**src/rtl/ipa_pkg.sv**
```systemverilog
package ipa_pkg;

   typedef enum logic [1:0] {
      OFS_CFG  = 2'd0,
      OFS_STAT = 2'd1,
      OFS_ACTL = 2'd2,
      OFS_DATA = 2'd3
   } ipa_ofs_e;

   localparam int CFG_CHEN_BIT  = 0;
   localparam int CFG_INDEN_BIT = 1;
   localparam int CFG_BITS      = 2;

endpackage

```
**src/rtl/ipa_store.sv**
```systemverilog
module ipa_store #(
   parameter int ADDR_W         = 7,
   parameter int DATA_W         = 8,
   parameter bit CLEAR_ON_RESET = 1'b1
) (
   input  logic              clk,
   input  logic              rst_n,
   input  logic              we,
   input  logic [ADDR_W-1:0] addr,
   input  logic [DATA_W-1:0] wdata,
   output logic [DATA_W-1:0] rdata
);

   localparam int DEPTH = 1 << ADDR_W;

   logic [DATA_W-1:0] word_bus [DEPTH];

   for (genvar i = 0; i < DEPTH; i++) begin : g_word
      logic              hit;
      logic [DATA_W-1:0] word_q;

      assign hit = we && (addr == ADDR_W'(i));

      if (CLEAR_ON_RESET) begin : g_clr
         always_ff @(posedge clk or negedge rst_n) begin
            if (!rst_n) begin
               word_q <= '0;
            end else if (hit) begin
               word_q <= wdata;
            end
         end
      end else begin : g_noclr
         always_ff @(posedge clk) begin
            if (hit) begin
               word_q <= wdata;
            end
         end
      end

      assign word_bus[i] = word_q;
   end

   assign rdata = word_bus[addr];

endmodule

```
**src/rtl/ipa_seq.sv**
```systemverilog
module ipa_seq #(
   parameter int ADDR_W      = 7,
   parameter int BUSY_CYCLES = 4
) (
   input  logic              clk,
   input  logic              rst_n,
   input  logic              start,
   input  logic              start_rd,
   input  logic [ADDR_W-1:0] start_addr,
   output logic              busy,
   output logic              acc_en,
   output logic              acc_rd,
   output logic [ADDR_W-1:0] acc_addr
);

   localparam int CNT_W = $clog2(BUSY_CYCLES + 1);
   localparam int RUN_W = CNT_W + 1;

   logic [CNT_W-1:0]  cnt_q;
   logic              rd_q;
   logic [ADDR_W-1:0] addr_q;

   always_ff @(posedge clk or negedge rst_n) begin
      if (!rst_n) begin
         cnt_q  <= '0;
         rd_q   <= 1'b0;
         addr_q <= '0;
      end else if (start) begin
         cnt_q  <= CNT_W'(BUSY_CYCLES);
         rd_q   <= start_rd;
         addr_q <= start_addr;
      end else if (cnt_q != '0) begin
         cnt_q <= cnt_q - CNT_W'(1);
      end
   end

   assign busy     = (cnt_q != '0);
   assign acc_en   = (cnt_q == CNT_W'(1));
   assign acc_rd   = rd_q;
   assign acc_addr = addr_q;

   // Length of the current busy run, for the window check below
   logic [RUN_W-1:0] run_q;
   always_ff @(posedge clk or negedge rst_n) begin
      if (!rst_n) begin
         run_q <= '0;
      end else if (busy) begin
         run_q <= run_q + RUN_W'(1);
      end else begin
         run_q <= '0;
      end
   end

   // every busy run lasts exactly BUSY_CYCLES clocks
   p_busy_len_r3: assert property (@(posedge clk) disable iff (!rst_n)
      $fell(busy) |-> (run_q == RUN_W'(BUSY_CYCLES)));

   // the register file never launches while an access runs
   p_no_restart_r6: assert property (@(posedge clk) disable iff (!rst_n)
      start |-> !busy);

endmodule

```
**src/rtl/ipa_regs.sv**
```systemverilog
module ipa_regs
   import ipa_pkg::*;
#(
   parameter int ADDR_W = 7,
   parameter int DATA_W = 8
) (
   input  logic                clk,
   input  logic                rst_n,
   input  logic                hst_sel,
   input  logic                hst_we,
   input  logic [1:0]          hst_ofs,
   input  logic [DATA_W-1:0]   hst_wdata,
   output logic [DATA_W-1:0]   hst_rdata,
   input  logic                busy,
   input  logic                rd_load,
   input  logic [DATA_W-1:0]   rd_word,
   output logic [CFG_BITS-1:0] cfg,
   output logic                start,
   output logic                start_rd,
   output logic [ADDR_W-1:0]   start_addr,
   output logic [DATA_W-1:0]   dbuf
);

   localparam int DIR_BIT = DATA_W - 1;

   logic [CFG_BITS-1:0] cfg_q;
   logic [DATA_W-1:0]   actl_q;
   logic [DATA_W-1:0]   dbuf_q;
   logic                wr_cfg, wr_actl, wr_data;

   assign wr_cfg  = hst_sel && hst_we && (hst_ofs == OFS_CFG);
   assign wr_actl = hst_sel && hst_we && (hst_ofs == OFS_ACTL) && !busy;
   assign wr_data = hst_sel && hst_we && (hst_ofs == OFS_DATA) && !busy;

   always_ff @(posedge clk or negedge rst_n) begin
      if (!rst_n) begin
         cfg_q  <= '0;
         actl_q <= '0;
         dbuf_q <= '0;
      end else begin
         if (wr_cfg) begin
            cfg_q <= hst_wdata[CFG_BITS-1:0];
         end
         if (wr_actl) begin
            actl_q <= hst_wdata;
         end
         if (rd_load) begin
            dbuf_q <= rd_word;
         end else if (wr_data) begin
            dbuf_q <= hst_wdata;
         end
      end
   end

   assign start      = wr_actl && cfg_q[CFG_INDEN_BIT];
   assign start_rd   = hst_wdata[DIR_BIT];
   assign start_addr = hst_wdata[ADDR_W-1:0];
   assign cfg        = cfg_q;
   assign dbuf       = dbuf_q;

   always_comb begin
      hst_rdata = '0;
      unique case (hst_ofs)
         OFS_CFG:  hst_rdata[CFG_BITS-1:0] = cfg_q;
         OFS_STAT: hst_rdata[DIR_BIT]      = busy;
         OFS_ACTL: hst_rdata               = actl_q;
         OFS_DATA: hst_rdata               = dbuf_q;
         default:  hst_rdata               = '0;
      endcase
   end

   // the data buffer moves during an access only when a read completes
   p_buf_hold_r6: assert property (@(posedge clk) disable iff (!rst_n)
      (busy && !rd_load) |=> $stable(dbuf_q));

   // the address/control byte is frozen while an access is under way
   p_actl_hold_r6: assert property (@(posedge clk) disable iff (!rst_n)
      (busy && !rd_load) |=> $stable(actl_q));

endmodule

```
**src/rtl/ipa_port.sv**
```systemverilog
module ipa_port
   import ipa_pkg::*;
#(
   parameter int ADDR_W         = 7,
   parameter int DATA_W         = 8,
   parameter int BUSY_CYCLES    = 4,
   parameter int POLL_LIMIT     = 10,
   parameter bit CLEAR_ON_RESET = 1'b1
) (
   input  logic              clk,
   input  logic              rst_n,
   input  logic              hst_sel,
   input  logic              hst_we,
   input  logic [1:0]        hst_ofs,
   input  logic [DATA_W-1:0] hst_wdata,
   output logic [DATA_W-1:0] hst_rdata
);

   if (ADDR_W < 1 || ADDR_W > DATA_W - 1) begin : g_bad_addr_w
      $error("ipa_port: ADDR_W must leave the top data bit free for the direction flag");
   end
   if (DATA_W < CFG_BITS + 1) begin : g_bad_data_w
      $error("ipa_port: DATA_W too narrow for the configuration fields");
   end
   if (BUSY_CYCLES < 1 || BUSY_CYCLES >= POLL_LIMIT) begin : g_bad_busy
      $error("ipa_port: BUSY_CYCLES must be at least 1 and below the host poll limit");
   end

   logic                busy, acc_en, acc_rd, start, start_rd;
   logic [ADDR_W-1:0]   acc_addr, start_addr;
   logic [DATA_W-1:0]   mem_rdata, dbuf;
   logic [CFG_BITS-1:0] cfg;

   ipa_regs #(.ADDR_W(ADDR_W), .DATA_W(DATA_W)) u_regs (
      .clk        (clk),
      .rst_n      (rst_n),
      .hst_sel    (hst_sel),
      .hst_we     (hst_we),
      .hst_ofs    (hst_ofs),
      .hst_wdata  (hst_wdata),
      .hst_rdata  (hst_rdata),
      .busy       (busy),
      .rd_load    (acc_en && acc_rd),
      .rd_word    (mem_rdata),
      .cfg        (cfg),
      .start      (start),
      .start_rd   (start_rd),
      .start_addr (start_addr),
      .dbuf       (dbuf)
   );

   ipa_seq #(.ADDR_W(ADDR_W), .BUSY_CYCLES(BUSY_CYCLES)) u_seq (
      .clk        (clk),
      .rst_n      (rst_n),
      .start      (start),
      .start_rd   (start_rd),
      .start_addr (start_addr),
      .busy       (busy),
      .acc_en     (acc_en),
      .acc_rd     (acc_rd),
      .acc_addr   (acc_addr)
   );

   ipa_store #(.ADDR_W(ADDR_W), .DATA_W(DATA_W), .CLEAR_ON_RESET(CLEAR_ON_RESET)) u_store (
      .clk   (clk),
      .rst_n (rst_n),
      .we    (acc_en && !acc_rd),
      .addr  (acc_addr),
      .wdata (dbuf),
      .rdata (mem_rdata)
   );

   // an access begins only right after a host write to the address/control register
   p_host_start_r3: assert property (@(posedge clk) disable iff (!rst_n)
      $rose(busy) |-> $past(hst_sel && hst_we && (hst_ofs == OFS_ACTL)));

   // with indirect access disabled, an address/control write leaves the port idle
   p_disabled_idle_r7: assert property (@(posedge clk) disable iff (!rst_n)
      (hst_sel && hst_we && (hst_ofs == OFS_ACTL) && !busy && !cfg[CFG_INDEN_BIT]) |=> !busy);

endmodule

```
**config.mk**
```make
export PLATFORM = sky130hd
export DESIGN_NAME = ipa_port
export DESIGN_NICKNAME = d
export VERILOG_FILES = /design/src/rtl/ipa_pkg.sv /design/src/rtl/ipa_store.sv /design/src/rtl/ipa_seq.sv /design/src/rtl/ipa_regs.sv /design/src/rtl/ipa_port.sv
export SDC_FILE = /design/constraint.sdc
export NUM_CORES = 2
export LEC_CHECK = 0
export BUFFER_PORTS_ARGS = -buffer_cell sky130_fd_sc_hd__buf_2
export CAP_MARGIN = 20
export CORE_UTILIZATION = 40
export DETAILED_ROUTE_END_ITERATION = 10
export PLACE_DENSITY = 0.52
export SYNTH_ARGS = -nofsm -noshare
export SYNTH_HDL_FRONTEND = slang
export SYNTH_HIERARCHICAL = 1
export SYNTH_SLANG_ARGS = --single-unit
```
**constraint.sdc**
```tcl
create_clock -name clk -period 2.3 [get_ports clk]
set_clock_uncertainty 0.1 [all_clocks]
set_input_delay 0 -clock clk [delete_from_list [all_inputs] [get_ports clk]]
set_output_delay 0 -clock clk [all_outputs]
set_load 0.02 [all_outputs]
```
==> Word-level counts from Yosys, hierarchy flattened <==
Index checks and enable logic that the tools add are counted.
{ "totals": {"output_inout_bits": 8, "ff_bits": 1053, "word_cells": 422, "in_bits": 14} }
{ "classes": {"n_eq_ne": 131, "n_reduce_logical": 144, "add_sub_neg": 1, "order_cmp": 1, "muxes": 10, "bitwise_logic": 1} }
{ "ops": {"columns": ["cell", "count"], "rows": [
  ["7-bit equality test (second input constant)", 64],
  ["7-bit by 6-bit equality test with 1-bit output (second input constant)", 32],
  ["1-bit logical AND", 137],
  ["7-bit by 5-bit equality test with 1-bit output (second input constant)", 16],
  ["8-bit binary-select mux with 7-bit select", 1],
  ["7-bit by 4-bit equality test with 1-bit output (second input constant)", 8],
  ["8-bit 2-to-1 mux", 4],
  ["7-bit by 3-bit equality test with 1-bit output (second input constant)", 4],
  ["7-bit by 2-bit equality test with 1-bit output (second input constant)", 2],
  ["5-bit case mux with 2 select lines", 1],
  ["8-bit greater-or-equal comparator (second input constant)", 1],
  ["7-bit inverter with 8-bit output", 1],
  ["7-bit by 1-bit equality test with 1-bit output (second input constant)", 1],
  ["7-bit zero test", 1],
  ["3-bit 2-to-1 mux", 2],
  ["2-bit case mux with 3 select lines", 1],
  ["2-bit equality test (second input constant)", 2],
  ["2-bit nonzero test", 2],
  ["3-bit by 1-bit equality test with 1-bit output (second input constant)", 1],
  ["1-bit case mux with 3 select lines", 1],
  ["3-bit nonzero test", 1],
  ["3-bit by 1-bit subtractor with 3-bit output (second input constant)", 1],
  ["2-bit by 1-bit equality test with 1-bit output (second input constant)", 1],
  ["1-bit zero test", 2],
  ["2-bit zero test", 1]
]} }

==> Depth between registers and ports, before layout <==
{ "depth": {"ltp_word": 5, "ltp_mapped": 11, "mapped_depth_nobuf": 9} }

==> Modules after synthesis <==
Netlist, hierarchy kept.
{ "by_module_without_submodules": {"columns": ["module", "n_inst", "cells_each", "area_per_inst_um2", "seq_area_each_um2"], "rows": [
  ["ipa_store", 1, 3086, 47217.8, 25624.6],
  ["ipa_regs", 1, 81, 991.0, 450.4],
  ["ipa_seq", 1, 35, 501.7, 275.3],
  ["ipa_port", 1, 2, 16.3, 0.0]
]} }

==> Worst setup path before layout <==
No wires, ideal clock.
{ "synth_timing": {"path_kind": "flip-flop to flip-flop", "start": "register u_seq.cnt_q[1]", "end": "register u_store.g_word[16].word_q[0]", "slack_ns": -0.150, "required_ns": 2.072, "period_less_slack_ns": 2.450, "arrival_ns": 2.222, "setup_time_ns": 0.128, "path_stages_with_launch": 10, "n_path_buf": 1, "path_cell_list": "dfrtp_1 inv_1 ha_1 nor2b_1 and2b_2 or3b_1 clkbuf_1 nor3_4 nand2_2 mux2_1"} }
{ "synth_between": {"elab_chain_len": 3} }
{ "synth_rtl": {"columns": ["item", "line", "rtl"], "rows": [
  ["from (decl)", "ipa_seq.sv:19", "logic [CNT_W-1:0] cnt_q;"],
  ["from (signal assigned)", "ipa_seq.sv:29", "cnt_q <= CNT_W'(BUSY_CYCLES);"],
  ["from (signal assigned)", "ipa_seq.sv:33", "cnt_q <= cnt_q - CNT_W'(1);"],
  ["3-bit by 1-bit equality test with 1-bit output", "ipa_seq.sv:38", "assign acc_en = (cnt_q == CNT_W'(1));"],
  ["net acc_en", "ipa_port.sv:29", "logic busy, acc_en, acc_rd, start, start_rd;"],
  ["1-bit logical AND", "ipa_port.sv:67", ".we (acc_en && !acc_rd),"],
  ["1-bit logical AND", "ipa_store.sv:22", "assign hit = we && (addr == ADDR_W'(i));"],
  ["to (signal assigned)", "ipa_store.sv:29", "word_q <= wdata;"],
  ["to (decl)", "ipa_store.sv:20", "logic [DATA_W-1:0] word_q;"]
]} }
The timed path passes the listed nets, and every way through them passes these cells.
A chain may end at the register's enable or synchronous reset.

==> Worst setup path in the final report <==
{ "layout_timing": {"start": "register u_seq.addr_q[1] (netlist: u_seq/acc_addr[1])", "end": "register u_regs.dbuf_q[4] (netlist: u_regs/dbuf[4])"} }
{ "layout_between": {"elab_chain_len": 5} }
{ "layout_rtl": {"columns": ["item", "line", "rtl"], "rows": [
  ["from (decl)", "ipa_seq.sv:21", "logic [ADDR_W-1:0] addr_q;"],
  ["from (signal assigned)", "ipa_seq.sv:31", "addr_q <= start_addr;"],
  ["7-bit inverter with 8-bit output (implied by the code)", "ipa_store.sv:43", "assign rdata = word_bus[addr];"],
  ["8-bit binary-select mux with 7-bit select", "ipa_store.sv:43", null],
  ["8-bit 2-to-1 mux (implied by the code) (2 in a row)", "ipa_store.sv:43", null],
  ["net mem_rdata[4]", "ipa_port.sv:31", "logic [DATA_W-1:0] mem_rdata, dbuf;"],
  ["8-bit 2-to-1 mux", "ipa_regs.sv:47", "if (rd_load) begin"],
  ["to (signal assigned)", "ipa_regs.sv:48", "dbuf_q <= rd_word;"],
  ["to (signal assigned)", "ipa_regs.sv:50", "dbuf_q <= hst_wdata;"],
  ["to (decl)", "ipa_regs.sv:28", "logic [DATA_W-1:0] dbuf_q;"]
]} }
The timed path passes the listed nets, and every way through them passes these cells. The select of a mux whose other input is x is not followed.

==> out/results.md <==
| Result | This run | Unit |
| --- | --- | --- |
| Status | finished with violations | - |
| Violated checks | setup timing | - |
| Largest voltage drop on the vdd net | 0.768 | mV |
| Initial antenna violation count | 3 | - |
| Total of max-cap violations | 0 | - |
| Synthesized netlist net count | 3221 | - |
| Actual transition at the worst max-transition pin | 928 | ps |
| Remaining max-slew budget at the tightest pin | 38.1 | % |
| Final Critical Period | 2760 | ps |
| Share of synthesized cell area in and, or, nand and nor gates | 3.80 | % |
| Sequential share of power | 36.4 | % |
| Global-route wire length before repair | 224000 | um |
| Max clock buf depth | 3 | - |
| Share of final-layout standard cells stronger than drive strength 1 | 63.7 | % |
| Number of vias after detailed routing | 30400 | - |
| Smallest setup slack after layout | -465 | ps |
| Final-report setup violation count | 1046 | - |
| Num CTS Buffers | 119 | - |
| Placer Congestion | 0.890 | - |
| Series of cell instances along the critical path | buf_12 -> buf_12 -> buf_16 -> buf_4 -> mux4_2 -> a22oi_2 -> nand2_2 -> a211oi_2 -> buf_4 -> a22oi_1 -> nand2b_1 -> o221a_1 | - |
| Wire per inst | 28.4 | um |
| Hold Path Class | in2reg | - |
| Final standard cell area without fillers | 63700 | um2 |
| Combinational family with the most area after synthesis | multiplexers | - |
| Cells after DPL | 5052 | - |
| Initial cell density of the core | 40.5 | % |
| Fin nets | 3666 | - |
| CTS tree | built | - |
| CP startpoint kind | flop | - |
| Die Area | 123000 | um2 |
| Final Hold Viols | 0 | - |
| Worst setup slack after placement | -1060 | ps |
| H-tree depth reported by CTS | 3 | - |
| Yosys cell types | 57 | - |
| Timing startpoint of the critical path | u_seq/acc_addr[1] | - |
| Number of synthesized flops with an enable pin | 0 | - |
| Multi-input gate area | 23900 | um2 |
| Register cell area after layout | 26400 | um2 |
| Hold Slack | 116 | ps |
| Highest-delay cell along the critical path | sky130_fd_sc_hd__dfrtp_4 | - |
| Warning count from the yosys run | 6 | - |
| Delay contributed by the slowest stage of the critical path | 520 | ps |
| Fill cells | 9778 | - |
| Number of register bits inferred by synthesis | 1053 | - |
| Crit-path max FO | 8 | - |
| Timing-limited maximum frequency | 362 | MHz |
| Die boundary width | 351 | um |
| Final worst-path cycle share | 120 | % |
| Root Driver | sky130_fd_sc_hd__clkbuf_16 | - |
| Post-synthesis compound-gate area fraction | 2.53 | % |
| Number of nets still failing antenna checks after routing | 0 | - |
| Placement row count | 127 | - |
| Count of non-filler cells in the finished layout | 5367 | - |
| Arithmetic-cell share of the synthesized area counting full adders, half adders and majority gates | 0.0770 | % |
| Int Pwr | 0.0391 | W |
| Area inside the core boundary | 120000 | um2 |
| Switch Pwr | 0.0196 | W |
| Required arrival time at the worst endpoint | 2790 | ps |
| Startpoint of the worst hold path | hst_wdata[1] | - |
| Top-level I/O count | 22 | - |
| Fraction of power spent switching nets | 33.4 | % |
| Die Height | 351 | um |
| Setup repair after global routing missed its margin | true | - |
| Element type at the critical path end | flop | - |
| Placed instance area | 55500 | um2 |
| Area added between synthesis and finish | 30.7 | % |
| Critical setup path kind | reg2reg | - |
| Largest net degree at the start of global routing | 108 | - |
| Netlist area before placement | 48700 | um2 |
| Beginning of the worst register-to-register path | u_seq/acc_addr[1] | - |
| Signal arrival time at the worst endpoint | 3260 | ps |
| Ys async rst share | 100 | % |
| Via count of the first global-routing pass | 32700 | - |
| Clk Latency, worst-skew pair | 730 | ps |
| Detail Placement HPWL | 101000 | um |
| Number of port buffers | 21 | - |
| Clock Sinks | 1053 | - |
| Mux share of post-synthesis cell area | 37.2 | % |
| Total gr overflow | 0 | - |
| Clock transition at path regs | 70 | ps |
| Share of total power in combinational logic | 29.4 | % |
| Seq/Total Area, Yosys | 54.1 | % |
| Max Transition Viols Final | 0 | - |
| Synth Area per Inst | 15.2 | um2 |
| Detailed-route DRC error count | 0 | - |
| Top_reg_cell synth | sky130_fd_sc_hd__dfrtp_1 | - |
| Final wirelength | 152000 | um |
| Power Density | 923 | nW/um2 |
| Leakage component of the power | 29.2 | nW |
| Clock network fraction of design power | 34.2 | % |
| Synthesized-area fraction occupied by xor and xnor cells | 0 | % |
| Detailed-routing iteration count for the pre-antenna-repair pass | 6 | - |
| Detail-routed via count per cell | 5.66 | - |
| Global Route Usage Sum | 24.8 | % |
| Initial drt markers | 1935 | - |
| Post-Syn Instances | 3204 | - |
[cells in the final DEF (no fill, tap or decap), types with 7 or more instances in the layout]
cell	count
sky130_fd_sc_hd__a22oi_2	11
sky130_fd_sc_hd__nor3_1	20
sky130_fd_sc_hd__o22ai_1	57
sky130_fd_sc_hd__o221a_1	8
sky130_fd_sc_hd__a221oi_2	7
sky130_fd_sc_hd__nor2_1	12
sky130_fd_sc_hd__nand2_8	34
sky130_fd_sc_hd__buf_16	10
sky130_fd_sc_hd__bufinv_16	16
sky130_fd_sc_hd__nand3_1	7
sky130_fd_sc_hd__clkbuf_8	20
sky130_fd_sc_hd__dfrtp_4	11
sky130_fd_sc_hd__nor2b_1	25
sky130_fd_sc_hd__nand2_1	25
sky130_fd_sc_hd__nand2_4	9
sky130_fd_sc_hd__clkinvlp_4	9
sky130_fd_sc_hd__buf_2	20
sky130_fd_sc_hd__clkbuf_16	125
sky130_fd_sc_hd__clkbuf_1	18
sky130_fd_sc_hd__dfrtp_1	1041
sky130_fd_sc_hd__buf_6	30
sky130_fd_sc_hd__a211oi_1	8
sky130_fd_sc_hd__mux2_2	873
sky130_fd_sc_hd__nand2b_1	15
sky130_fd_sc_hd__clkinv_2	32
sky130_fd_sc_hd__o22ai_2	9
sky130_fd_sc_hd__dlygate4sd3_1	14
sky130_fd_sc_hd__mux4_2	199
sky130_fd_sc_hd__nor2_4	74
sky130_fd_sc_hd__mux2i_2	15
sky130_fd_sc_hd__buf_12	197
sky130_fd_sc_hd__buf_4	286
sky130_fd_sc_hd__mux2i_1	46
sky130_fd_sc_hd__nand2_2	10
sky130_fd_sc_hd__mux2_4	279
sky130_fd_sc_hd__a21oi_1	8
sky130_fd_sc_hd__a22oi_1	15
sky130_fd_sc_hd__nor2_2	32
[worst max-delay path, delay by kind of cell, from the launching register on]
| family | cells | cell delay, ps |
|---|---|---|
| mux | 1 | 330 |
| simple gates | 2 | 270 |
| buf+inv | 5 | 750 |
| flops | 1 | 520 |
| compound gates | 4 | 640 |
[per-stage QoR]
| step | utilization (%) | total power (W) | TNS, ps |
|---|---|---|---|
| 3_3_place_gp | 46.1 | 0.0359 | -374520 |
| 6_report | 52.9 | 0.0587 | -216150 |
| 5_1_grt | 52.9 | 0.0609 | -278630 |
| 4_1_cts | 50.5 | 0.0576 | -161520 |
| 3_5_place_dp | 46.1 | 0.0362 | -375580 |
| 2_1_floorplan | - | 0.0282 | -22420 |
[registers in the layout (all words and copies together) (netlist names)]
name / flops
u_regs/cfg: 2
u_seq/cnt_q: 3
u_store/g_word.word_q: 1024
u_seq/acc_addr: 7
u_regs/actl_q: 8
u_regs/dbuf: 8
u_seq/acc_rd: 1
[layout make-up]
class,count,share of cell area [%]
Clock inverter,64,1.22
Inverter,3,0.0177
Tap cell,1612,3.17
Timing Repair Buffer,569,11.3
Antenna cell,3,0.0118
Multi-Input combinational cell,1903,37.5
Sequential cell,1053,41.5
Clock buffer,160,5.33
[cells by family after synthesis]
kind of cell,Yosys count
muxes,1417
DFF,1053
and+or+nand+nor,312
buffers and inverters,248
AOI/OAI and AO/OA,171
adders and majority gates,3
[final timing paths]
path,end,slack (ps),depth (start not counted)
max in group asynchronous,u_store/g_word[7].word_q[5],840,5
worst max register to register,u_regs/dbuf[4],-460,12
min in group asynchronous,u_store/g_word[35].word_q[6],470,4
worst min-delay path,u_regs/actl_q[1],120,3
worst min register to register,u_store/g_word[126].word_q[1],400,1
worst max-delay path,u_regs/dbuf[4],-460,12
[timing repair]
| item | 4_1_cts | 5_1_grt |
|---|---|---|
| pin swaps | 14 | 78 |
| gates resized for setup | 122 | 505 |
| setup buffers | 19 | 49 |
| setup endpoints to repair | 1045 | 1047 |
| gates cloned | 5 | 3 |
| hold buffers | 15 | 0 |
| hold endpoints to repair | 1079 | 0 |
[power groups by stage]
stage | Sequential (W) | Combinational (W) | Clock, W
4_1_cts | 0.0213 | 0.0156 | 0.0206
3_3_place_gp | 0.0217 | 0.0142 | 0
3_5_place_dp | 0.0217 | 0.0144 | 0
6_report | 0.0214 | 0.0172 | 0.0201
2_1_floorplan | 0.0200 | 0.00817 | 0
5_1_grt | 0.0215 | 0.0180 | 0.0214
[per-layer routing]
| layer | global-route usage [%] | wire length [um] |
|---|---|---|
| met1 | 34.3 | 68200 |
| met5 | 0 | 13 |
| met2 | 39.4 | 71800 |
| met4 | 9.48 | 5470 |
| met3 | 3.57 | 6930 |
[cell usage after synthesis, drive strengths merged, types with 8 or more instances]
cell,count,share of area (%)
mux2,1152,27
dfrtp,1053,54
mux4,199,9.2
clkbuf,148,1.1
nor2,118,1.4
buf,97,1.2
nand2,78,0.81
o22ai,67,0.86
mux2i,66,1.4
a22oi,26,0.40
nor2b,26,0.33
nor3,22,0.25
nand2b,19,0.26
a211oi,15,0.23
a21oi,10,0.10
nand3,10,0.13
a221oi,9,0.16
and2,8,0.11
nor4,8,0.10
o221a,8,0.18
No activity file was read; power rests on OpenSTA's default activity.
